===== src/rtl/rxd_pkg.sv =====
package rxd_pkg;
   localparam int WORD_W     = 32;
   localparam int LEN_W      = 16;
   localparam int CTL_OFS    = 0;
   localparam int BUF_OFS    = 4;
   localparam int ST1_OFS    = 8;
   localparam int ST2_OFS    = 12;
   localparam int NXT_OFS    = 16;
   localparam int DESC_BYTES = 20;
   localparam int OWN_BIT    = 7;
   localparam int NPV_BIT    = 8;
   localparam int SOP_BIT    = 9;
   localparam int EOP_BIT    = 10;
   localparam int LEN_LSB    = 16;
   localparam int OK_BIT     = 7;
   localparam int ERR_BIT    = 0;
   localparam int TRN_BIT    = 1;

   typedef enum logic [3:0] {
      ST_IDLE, ST_RD_CTL, ST_RD_BUF, ST_RD_NXT, ST_WT_NXT,
      ST_DATA, ST_DROP, ST_WR_S1, ST_WR_S2, ST_WR_CTL
   } rx_state_e;
endpackage


===== src/rtl/rxd_lane_writer.sv =====
module rxd_lane_writer #(
   parameter int AW    = 32,
   parameter int OFS_W = 16,
   parameter int DW    = 32
) (
   input  logic [AW-1:0]    base,
   input  logic [OFS_W-1:0] offset,
   input  logic [7:0]       data,
   output logic [AW-1:0]    addr,
   output logic [DW/8-1:0]  be,
   output logic [DW-1:0]    wdata
);
   localparam int LANES  = DW / 8;
   localparam int LANE_W = $clog2(LANES);

   logic [AW-1:0]     sum;
   logic [LANE_W-1:0] lane;

   assign sum  = base + AW'(offset);
   assign lane = sum[LANE_W-1:0];
   assign addr = {sum[AW-1:LANE_W], {LANE_W{1'b0}}};

   for (genvar l = 0; l < LANES; l++) begin : g_lane
      assign be[l]          = (lane == LANE_W'(l));
      assign wdata[8*l +: 8] = data;
   end
endmodule


===== src/rtl/rxd_pkt_counter.sv =====
module rxd_pkt_counter #(
   parameter int CNT_W = 4
) (
   input  logic             clk,
   input  logic             rst_n,
   input  logic             inc,
   input  logic             dec,
   output logic [CNT_W-1:0] count
);
   localparam logic [CNT_W-1:0] CNT_MAX = {CNT_W{1'b1}};

   logic do_dec;
   assign do_dec = dec && (count != '0);

   always_ff @(posedge clk or negedge rst_n) begin
      if (!rst_n) begin
         count <= '0;
      end else if (inc && !do_dec) begin
         if (count != CNT_MAX) count <= count + 1'b1;
      end else if (do_dec && !inc) begin
         count <= count - 1'b1;
      end
   end
endmodule


===== src/rtl/rxd_ring_writer.sv =====
module rxd_ring_writer
   import rxd_pkg::*;
#(
   parameter int AW        = 32,
   parameter int CNT_W     = 4,
   parameter int MAX_FRAME = 1518
) (
   input  logic             clk,
   input  logic             rst_n,
   input  logic             rx_en,
   input  logic [AW-1:0]    cfg_ring_base,
   input  logic [15:0]      cfg_buf_size,
   input  logic             irq_en,
   input  logic             sw_dec,
   input  logic             in_valid,
   input  logic [7:0]       in_data,
   input  logic             in_last,
   input  logic             in_err,
   output logic             in_ready,
   output logic             mem_req,
   output logic             mem_we,
   output logic [AW-1:0]    mem_addr,
   output logic [3:0]       mem_be,
   output logic [31:0]      mem_wdata,
   input  logic [31:0]      mem_rdata,
   output logic [CNT_W-1:0] pkt_count,
   output logic             pend_irq,
   output logic             rx_overflow
);
   localparam logic [LEN_W-1:0] FRAME_CAP = LEN_W'(MAX_FRAME);

   if (AW < 8 || AW > WORD_W) begin : g_bad_aw
      $error("rxd_ring_writer: AW must lie in 8..32");
   end
   if (CNT_W < 1 || CNT_W > 16) begin : g_bad_cnt
      $error("rxd_ring_writer: CNT_W must lie in 1..16");
   end
   if (MAX_FRAME < 1 || MAX_FRAME > 65535) begin : g_bad_max
      $error("rxd_ring_writer: MAX_FRAME must lie in 1..65535");
   end

   rx_state_e        state;
   logic [AW-1:0]    cur_q, buf_q, nxt_q;
   logic             npv_q;
   logic [LEN_W-1:0] rx_len;
   logic             err_q;
   logic [LEN_W-1:0] limit, stored_len;
   logic             trunc, store_byte, ctl_wb;
   logic [AW-1:0]    lane_addr;
   logic [3:0]       lane_be;
   logic [31:0]      lane_data;
   logic [31:0]      st2_word, ctl_word;

   assign limit      = (cfg_buf_size < FRAME_CAP) ? cfg_buf_size : FRAME_CAP;
   assign trunc      = rx_len > limit;
   assign stored_len = trunc ? limit : rx_len;
   assign store_byte = (state == ST_DATA) && in_valid && (rx_len < limit);
   assign ctl_wb     = (state == ST_WR_CTL);
   assign in_ready   = (state == ST_DATA) || (state == ST_DROP);
   assign rx_overflow = (state == ST_RD_BUF) && !mem_rdata[OWN_BIT];

   rxd_lane_writer #(.AW(AW), .OFS_W(LEN_W), .DW(WORD_W)) u_lane (
      .base   (buf_q),
      .offset (rx_len),
      .data   (in_data),
      .addr   (lane_addr),
      .be     (lane_be),
      .wdata  (lane_data)
   );

   always_comb begin
      st2_word          = '0;
      st2_word[OK_BIT]  = !err_q && !trunc;
      st2_word[TRN_BIT] = trunc;
      st2_word[ERR_BIT] = err_q;
      ctl_word          = '0;
      ctl_word[31:LEN_LSB] = stored_len;
      ctl_word[SOP_BIT] = 1'b1;
      ctl_word[EOP_BIT] = 1'b1;
      ctl_word[NPV_BIT] = npv_q;
   end

   always_comb begin
      mem_req   = 1'b0;
      mem_we    = 1'b0;
      mem_addr  = cur_q;
      mem_be    = 4'hF;
      mem_wdata = '0;
      unique case (state)
         ST_RD_CTL: begin
            mem_req  = 1'b1;
            mem_addr = cur_q + AW'(CTL_OFS);
         end
         ST_RD_BUF: begin
            mem_req  = mem_rdata[OWN_BIT];
            mem_addr = cur_q + AW'(BUF_OFS);
         end
         ST_RD_NXT: begin
            mem_req  = 1'b1;
            mem_addr = cur_q + AW'(NXT_OFS);
         end
         ST_DATA: begin
            mem_req   = store_byte;
            mem_we    = 1'b1;
            mem_addr  = lane_addr;
            mem_be    = lane_be;
            mem_wdata = lane_data;
         end
         ST_WR_S1: begin
            mem_req   = 1'b1;
            mem_we    = 1'b1;
            mem_addr  = cur_q + AW'(ST1_OFS);
            mem_wdata = {16'h0000, rx_len};
         end
         ST_WR_S2: begin
            mem_req   = 1'b1;
            mem_we    = 1'b1;
            mem_addr  = cur_q + AW'(ST2_OFS);
            mem_wdata = st2_word;
         end
         ST_WR_CTL: begin
            mem_req   = 1'b1;
            mem_we    = 1'b1;
            mem_addr  = cur_q + AW'(CTL_OFS);
            mem_wdata = ctl_word;
         end
         default: ;
      endcase
   end

   always_ff @(posedge clk or negedge rst_n) begin
      if (!rst_n) begin
         state  <= ST_IDLE;
         cur_q  <= '0;
         buf_q  <= '0;
         nxt_q  <= '0;
         npv_q  <= 1'b0;
         rx_len <= '0;
         err_q  <= 1'b0;
      end else begin
         unique case (state)
            ST_IDLE: begin
               if (!rx_en) cur_q <= cfg_ring_base;
               else if (in_valid) state <= ST_RD_CTL;
            end
            ST_RD_CTL: state <= ST_RD_BUF;
            ST_RD_BUF: begin
               npv_q <= mem_rdata[NPV_BIT];
               state <= mem_rdata[OWN_BIT] ? ST_RD_NXT : ST_DROP;
            end
            ST_RD_NXT: begin
               buf_q <= mem_rdata[AW-1:0];
               state <= ST_WT_NXT;
            end
            ST_WT_NXT: begin
               nxt_q  <= npv_q ? mem_rdata[AW-1:0] : cur_q + AW'(DESC_BYTES);
               rx_len <= '0;
               err_q  <= 1'b0;
               state  <= ST_DATA;
            end
            ST_DATA: begin
               if (in_valid) begin
                  rx_len <= rx_len + 1'b1;
                  err_q  <= err_q | in_err;
                  if (in_last) state <= ST_WR_S1;
               end
            end
            ST_DROP:   if (in_valid && in_last) state <= ST_IDLE;
            ST_WR_S1:  state <= ST_WR_S2;
            ST_WR_S2:  state <= ST_WR_CTL;
            ST_WR_CTL: begin
               cur_q <= nxt_q;
               state <= ST_IDLE;
            end
            default:   state <= ST_IDLE;
         endcase
      end
   end

   rxd_pkt_counter #(.CNT_W(CNT_W)) u_cnt (
      .clk   (clk),
      .rst_n (rst_n),
      .inc   (ctl_wb),
      .dec   (sw_dec),
      .count (pkt_count)
   );

   assign pend_irq = irq_en && (pkt_count != '0);
endmodule


===== config.mk =====
export PLATFORM = sky130hd
export DESIGN_NAME = rxd_ring_writer
export DESIGN_NICKNAME = d
export VERILOG_FILES = /design/src/rtl/rxd_pkg.sv /design/src/rtl/rxd_lane_writer.sv /design/src/rtl/rxd_pkt_counter.sv /design/src/rtl/rxd_ring_writer.sv
export SDC_FILE = /design/constraint.sdc
export NUM_CORES = 1
export LEC_CHECK = 0
export BUFFER_PORTS_ARGS = -buffer_cell sky130_fd_sc_hd__buf_2
export CORE_UTILIZATION = 35
export DETAILED_ROUTE_END_ITERATION = 10
export GPL_ROUTABILITY_DRIVEN = 0
export PLACE_DENSITY_LB_ADDON = 0.3
export SLEW_MARGIN = 20
export SYNTH_ARGS = -nofsm -noshare
export SYNTH_HDL_FRONTEND = slang
export SYNTH_SLANG_ARGS = --single-unit

===== constraint.sdc =====
create_clock -name clk -period 14 [get_ports clk]
set_input_delay 4.2 -clock clk [delete_from_list [all_inputs] [get_ports clk]]
set_output_delay 4.2 -clock clk [all_outputs]
set_load 0.01 [all_outputs]

**Yosys cells after proc, flatten, opt, wreduce, memory -nomap -nowiden**

Cells that the tools add are included.

- Register bits: 122
- Bits of input ports: 96

- Bitwise operators: 1
- $lt $le $gt $ge: 3
- Reductions and logical operators: 27
- $add $sub $neg: 9
- Equal/unequal tests: 20
- Mux-type cells: 24

Operators with widths:

| cell | number |
|---|---|
| $pmux W32 S5 | 1 |
| $pmux W32 S4 | 1 |
| $add A32 B4 Y32 const B | 2 |
| $add A32 B5 Y32 const B | 2 |
| $mux W32 | 2 |
| $pmux W32 S2 | 1 |
| $mux W16 | 3 |
| $mux W4 | 9 |
| $pmux W4 S9 | 1 |
| $add A32 B16 Y32 | 1 |
| $add A32 B3 Y32 const B | 1 |
| $pmux W16 S2 | 1 |
| $add A16 B1 Y16 const B | 1 |
| $eq A4 B3 Y1 const B | 4 |
| $gt A16 B16 Y1 | 1 |
| $lt A16 B11 Y1 const B | 1 |
| $lt A16 B16 Y1 | 1 |
| $ne A2 B2 Y1 const B | 6 |
| $logic_and A1 B1 Y1 | 9 |
| $eq A4 B2 Y1 const B | 2 |
| $eq A4 B4 Y1 const B | 2 |
| $reduce_and A2 Y1 | 3 |
| $reduce_bool A2 Y1 | 3 |
| $logic_not A1 Y1 | 5 |
| other kinds (19) | 21 |

**Depth between registers and ports, before layout**

Gate-level depths: netlist (run 1).

- Word-level depth: 6
- Gate-level depth with buffers: 15
- Depth with buffers taken out: 13

**Modules after synthesis**

Synthesis (run 1) repeated with hierarchy kept, for this count alone.

- Cell total of the unflattened synthesis: 1295
- Area, all modules: 10124.7 um^2

Modules (own cells, without submodules):

| module | cells each | times used | area an instance (um^2) | sequential area each (um^2) |
|---|---|---|---|---|
| rxd_ring_writer | 1078 | 1 | 8426.8 | 2952.8 |
| rxd_lane_writer | 192 | 1 | 1410.1 | 0.0 |
| rxd_pkt_counter | 25 | 1 | 287.8 | 100.1 |

**Worst setup path after synthesis (run 1)**

OpenSTA, ideal clock, no wires.

- Kind: input -> output
- From: in cfg_buf_size[15]
- To: out mem_wdata[7]
- Slack: 3031 ps
- Stages on the path: 14
- Data required time: 9800 ps
- Data arrival time: 6769 ps
- Cells stage by stage: nor3_1 -> nand2_1 -> a21o_1 -> clkbuf_1 -> nor2_1 -> ha_1 -> nor2b_1 -> o21a_1 -> o21ai_0 -> a2111oi_0 -> or3_1 -> and2_1 -> clkbuf_1 -> o311ai_0

- Cells in the longest elaborated chain, start to end: 6

Ends and longest elaborated chain:

| what | line | source |
|---|---|---|
| start: declaration | rxd_ring_writer.sv:12 | `input logic [15:0] cfg_buf_size,` |
| $lt A16 B11 Y1 | rxd_ring_writer.sv:54 | `assign limit = (cfg_buf_size < FRAME_CAP) ? cfg_buf_size : FRAME_CAP;` |
| $mux W16 * | rxd_ring_writer.sv:54 |  |
| $gt A16 B16 Y1 * | rxd_ring_writer.sv:55 | `assign trunc = rx_len > limit;` |
| $logic_not A1 Y1 * | rxd_ring_writer.sv:73 | `st2_word[OK_BIT] = !err_q && !trunc;` |
| $logic_and A1 B1 Y1 * | rxd_ring_writer.sv:73 |  |
| $pmux W32 S4 * | rxd_ring_writer.sv:89 | `unique case (state)` |
| end: declaration | rxd_ring_writer.sv:24 | `output logic [31:0] mem_wdata,` |

Mark *: on every way between the ends. The rest lies on a longest branch, timed or not.

**Worst setup path after layout (run 1)**

- From: in cfg_buf_size[2]
- To: out mem_wdata[1]

- Cells in the longest elaborated chain, start to end: 4

Ends and longest elaborated chain:

| what | line |
|---|---|
| $lt A16 B11 Y1 | rxd_ring_writer.sv:54 |
| $mux W16 * | rxd_ring_writer.sv:54 |
| $gt A16 B16 Y1 * | rxd_ring_writer.sv:55 |
| $pmux W32 S4 * | rxd_ring_writer.sv:89 |

Marks and branches as above.

==> impl_metrics.toml, run 1 <==
[routing]
drc = 0
vias_per_cell = 5.77
via_count = 10492
drtPass1Iterations = 5
drt_iter0_drc = 1055
routed_wl_um = 34900
antenna_left = 0
drt-wirelength-per-cell_um = 19.2

[worst_setup_path]
start_kind = "input port"
r2r_slack_ns = 10.57
path_class = "input port to output port"
path_common_cell = "buf_2"
arrival_ns = 7.44
worstPathRequired_ns = 9.80
max_stage_delay_ns = 0.67
cp_slowest_cell = "or3_1"
rr_worst_depth = 10
reg2reg_from = "state[0]"
end_kind = "output port"
worstPathCellList = "buf_2 -> a31oi_1 -> o21bai_1 -> a21o_1 -> nor2_1 -> ha_1 -> nor2b_1 -> o21a_1 -> o21ai_0 -> a2111oi_0 -> or3_1 -> and2_1 -> a221o_1 -> buf_2"
r2r_end = "u_cnt.count[3]"
cp_max_fo = 21

[clocking]
ctsResizeCount = 0
cts_tree = "built"
ctsHoldBuffers = 0
path_clk_slew_ns = 0.06
htreeDepth = 4
postCtsSetupRepairBufs = 0
cts-root-buf = "clkbuf_16"
cts.sinks = 122
cts_buffers = 17
cts_buffer_depth = 2
insertion_delay_ns = 0.43

[timing]
finalHoldViolCount = 0
fin_skew_ns = 0.00802
setup_viol = 0
fin_crit_sh_pct = 83.1
max_freq_ghz = 0.0859
final.min_clock_period_ns = 11.64
worstMarginPinSlew_ns = 0.972
holdWs_ns = 0.481
slew_violations = 0
finalSetupTns_ns = 0
relSlewSlack_pct = 35.0
rsz0062_at_grt = "false"

[power]
powerDensity_nw_per_um2 = 218
p_total_w = 0.00252
pwr-share-seq_pct = 30.3
intPower_w = 0.00127
pwr-share-clk_pct = 17.6
ir_drop_mv = 0.0997
combPwrFrac_pct = 52.1
power_leakage_nw = 5.26
swShare_pct = 49.8
p_switching_w = 0.00126

[layout]
fin_area_sq_um = 11600
final_cell_mix = "nand2_1 (233), buf_2 (171), nor2_1 (154)"
areaGrowthSynthToFinish_pct = 17.3
layout-drive-gt1-share_pct = 17.5
nets = 1563
layout_commonest_cell = "nand2_1"
fin_cells = 1817

[synth]
synth-seq-cells = 122
ys_seq_area_share_pct = 31.0
synth-main-ff-cell = "dfrtp_1"
yosys_warnings = 0
synth-edff-count = 0
synth_cell_type_count = 78
syn_area_sq_um = 9860
synthArstFlopShare_pct = 100
avgSynthCellArea_sq_um = 7.51
syn_inst = 1313

[global_routing]
grt_pass1_wl_um = 53900
grt_overflow = 0
grt_max_degree = 69
antenna_found_initial = 3
grtUsageTotal_pct = 24.1
grt_pass1_vias = 9476

[status]
status = "completed"

[hold_path]
hold_end = "nxt_q[31]"
hold_depth = 2
hp-class = "flop to flop"
hold_path_startpoint = "nxt_q[31]"

[placed_design]
hpwl_um = 25300
postPlaceCellArea_sq_um = 11000
place_inst = 1782
portBuffers = 172

[floorplanning]
die_w_um = 170
io_pins = 173
die-area_sq_um = 28800
fp-row-count = 61
core-area_sq_um = 27800
fp.dieH_um = 170
start_util_pct = 35.5

[flow_run]
drv_cap = 0
## state kept, by name (all words and copies together), names as in the netlist
register     count
buf_q           32
cur_q           32
err_q            1
npv_q            1
nxt_q           32
rx_len          16
state            4
u_cnt.count      4
## worst max-delay path by stage
stage / from / slack [ns] / depth (start not counted) / to
after floorplan: cfg_buf_size[15] / 3.03 / 14 / mem_wdata[7]
after global placement: cfg_buf_size[3] / 2.46 / 14 / mem_wdata[1]
after detailed placement: cfg_buf_size[2] / 2.41 / 14 / mem_wdata[7]
after CTS: cfg_buf_size[2] / 2.39 / 14 / mem_wdata[7]
after global routing: cfg_buf_size[15] / 2.07 / 14 / mem_wdata[7]
final: cfg_buf_size[2] / 2.36 / 14 / mem_wdata[1]
## stage by stage
step                      setup WS (ns)  utilization [%]
after global routing               2.07             41.6
after CTS                          2.39             41.6
after global placement             2.46             39.5
after detailed placement           2.41             39.5
after floorplan                    3.03                -
final                              2.36             41.6
## worst max-delay path, delay by kind of cell
kind | cells | cell delay (ns)
and+or+nand+nor | 4 | 1.33
AOI/OAI and AO/OA | 7 | 1.39
adders and majority gates | 1 | 0.26
buffers and inverters | 2 | 0.25
## power groups by stage
stage               logic [W]  clock network (W)  registers, W
global placement      0.00128                  0      0.000755
finish                0.00131           0.000444      0.000765
global route          0.00145           0.000465      0.000791
detailed placement    0.00129                  0      0.000759
floorplan            0.000987                  0      0.000601
CTS                   0.00130           0.000449      0.000756
## logic make-up (layout without fill, tap and decap cells)
kind of cell    count (synthesis)  count (layout)  share of synthesized area, %
xor+xnor                       62              62                          5.51
other cells                     1               8                        0.0380
simple gates                  560             560                          26.2
buf+inv                       125             244                          5.02
fa+ha+maj                      44              44                          5.81
mux                            22              22                          2.30
compound gates                377             377                          24.2
flops                         122             122                          31.0
## final cells by class
| class | count | area [sq um] |
|---|---|---|
| inverter | 24 | 90.1 |
| sequential | 122 | 3060 |
| antenna | 3 | 7.51 |
| fill | 2949 | 16200 |
| tap | 378 | 473 |
| multi-input combinational | 1070 | 6370 |
| clock inverter | 14 | 150 |
| clock buffer | 18 | 429 |
| timing repair buffer | 188 | 983 |
## synthesized netlist by cell type, types with 4 or more instances
master	n	area share (%)
a2111oi_0	4	0.36
a211oi_1	7	0.53
a21o_1	21	1.6
a21oi_1	95	4.8
a22oi_1	4	0.30
a31oi_1	12	0.76
and2_1	8	0.51
and3_1	20	1.3
and4_1	4	0.36
buf_1	10	0.38
buf_2	15	0.76
clkbuf_1	74	2.8
dfrtp_1	122	31
ha_1	41	5.2
inv_1	24	0.91
mux2_2	5	0.57
mux2i_1	17	1.7
nand2_1	233	8.9
nand2b_1	10	0.63
nand3_1	37	1.9
nand4_1	21	1.3
nor2_1	154	5.9
nor2b_1	7	0.44
nor3_1	20	1.0
nor4_1	5	0.32
o2111ai_1	9	0.80
o211ai_1	9	0.69
o21a_1	4	0.30
o21ai_0	96	4.9
o21ai_1	9	0.46
o221ai_1	11	0.98
o22ai_1	42	2.7
o31ai_1	19	1.4
or3_1	10	0.63
or4_1	5	0.38
xnor2_1	27	2.4
xor2_1	35	3.1
## per-layer routing
layer  global-route usage (%)  share of wire (%)  vias up
li1                         -                  -     4909
met1                     34.6                 46     5059
met2                     36.5                 45      451
met3                     3.88                6.7       73
met4                     8.19                2.6        0
met5                        0                  0        -
Note: power is estimated with default switching activity, not from simulation.
==> run 2: changes to the inputs <==
==> constraint.sdc (replaced) <==
create_clock -name clk -period 9.4 [get_ports clk]
set_input_delay 2.82 -clock clk [delete_from_list [all_inputs] [get_ports clk]]
set_output_delay 2.82 -clock clk [all_outputs]
set_load 0.01 [all_outputs]
==> impl_metrics.toml, run 2 (synthesized netlist as in run 1, its figures left out) <==
[routing]
vias_per_cell = 5.69
routed_wl_um = 34900
drt-wirelength-per-cell_um = 19.2
antenna_left = 0
drt_iter0_drc = 808
drtPass1Iterations = 7
drc = 0
via_count = 10354

[floorplanning]
fp.dieH_um = 170
io_pins = 173
core-area_sq_um = 27800
die_w_um = 170
start_util_pct = 35.5
die-area_sq_um = 28800
fp-row-count = 61

[clocking]
path_clk_slew_ns = 0.06
ctsHoldBuffers = 0
insertion_delay_ns = 0.43
cts.sinks = 122
cts_tree = "built"
cts-root-buf = "clkbuf_16"
cts_buffers = 17
ctsResizeCount = 0
htreeDepth = 4
postCtsSetupRepairBufs = 0
cts_buffer_depth = 2

[worst_setup_path]
worstPathCellList = "buf_2 -> a31oi_1 -> o21bai_1 -> a21o_1 -> nor2_1 -> ha_1 -> nor2b_1 -> o21a_1 -> o21ai_0 -> a2111oi_0 -> or3_1 -> buf_4 -> and3_1 -> o31ai_1 -> buf_2"
path_common_cell = "buf_2"
cp.buffers_inverters = 3
arrival_ns = 5.87
worstPathRequired_ns = 6.58
start_kind = "input port"
cp_top_family = "compound AO/OA/AOI/OAI gates"
cp_max_fo = 11
path_class = "input port to output port"
max_stage_delay_ns = 0.51
cp_slowest_cell = "or3_1"
end_kind = "output port"

[timing]
fin_skew_ns = 0.0101
relSlewSlack_pct = 29.8
setup_viol = 0
finalHoldViolCount = 0
max_freq_ghz = 0.115
final.min_clock_period_ns = 8.69
worstMarginPinSlew_ns = 1.04
rsz0062_at_grt = "false"
slew_violations = 0
finalSetupTns_ns = 0
fin_crit_sh_pct = 92.4

[layout]
largestRegisters = "buf_q (32), cur_q (32), nxt_q (32)"
areaGrowthSynthToFinish_pct = 17.6
fillers = 2925
utilization_pct = 41.8
final_cell_mix = "nand2_1 (233), buf_2 (171), nor2_1 (154)"
layout-drive-gt1-share_pct = 17.8
layout_commonest_cell = "nand2_1"
multi_input_area_sq_um = 6370
nets = 1566
regArea_sq_um = 3050

[hold_path]
hp-class = "flop to flop"

[global_routing]
grt_pass1_vias = 9542
grtUsageTotal_pct = 24.0
grt_pass1_wl_um = 53600
grt_max_degree = 69
antenna_found_initial = 3
grt_overflow = 0

[power]
ir_drop_mv = 0.143
power_leakage_nw = 5.28
powerDensity_nw_per_um2 = 325

[status]
status = "completed"

[placed_design]
hpwl_um = 25500
portBuffers = 172

[flow_run]
drv_cap = 0
-- run 2: layout make-up --
class / instances / area share [%]
antenna: 3 / 0.0647
clock buffer: 19 / 3.90
timing repair buffer: 191 / 8.67
tap: 378 / 4.08
sequential: 122 / 26.3
multi-input combinational: 1070 / 54.9
inverter: 24 / 0.777
clock inverter: 13 / 1.25
-- run 2: routing by layer --
layer,up-vias,share of wire [%],GRT usage [%]
met5,-,0,0
met2,457,44,35.7
met4,0,3.2,10.4
li1,4925,-,-
met1,4906,45,33.6
met3,66,7.8,4.79
-- run 2: path summary, 6_finish.rpt --
check	end	start	slack, ns	cells past startpoint
setup / recovery	mem_wdata[18]	cfg_buf_size[3]	0.71	15
hold / removal	nxt_q[31]	nxt_q[31]	0.48	2
setup reg to reg	u_cnt.count[3]	state[0]	6.39	11
hold reg to reg	nxt_q[31]	nxt_q[31]	0.48	2
max in group asynchronous	npv_q	rst_n	5.48	2
min in group asynchronous	buf_q[20]	rst_n	2.45	1
-- run 2: through the flow --
stage	instances	worst slack [ns]	cell area [sq um]	total power [W]	hold WS (ns)
floorplan	1317	1.19	9880	0.00236	0.450
global placement	1785	0.830	11000	0.00303	0.463
detailed placement	1785	0.796	11000	0.00306	0.471
CTS	1817	0.778	11600	0.00375	0.485
global route	1820	0.519	11600	0.00403	0.498
finish	1820	0.713	11600	0.00377	0.480
-- run 2: report_power, final --
part / switching, W / internal (W)
registers: 0.000329 / 0.000753
clock network: 0.000263 / 0.000406
logic: 0.00127 / 0.000747
total: 0.00186 / 0.00191
-- run 2: worst min-delay path, delay by kind of cell, from the launching register on --
kind	cells	cell delay (ns)
flip-flops	1	0.34
AO/OA/AOI/OAI	1	0.06
AND/OR/NAND/NOR	1	0.05
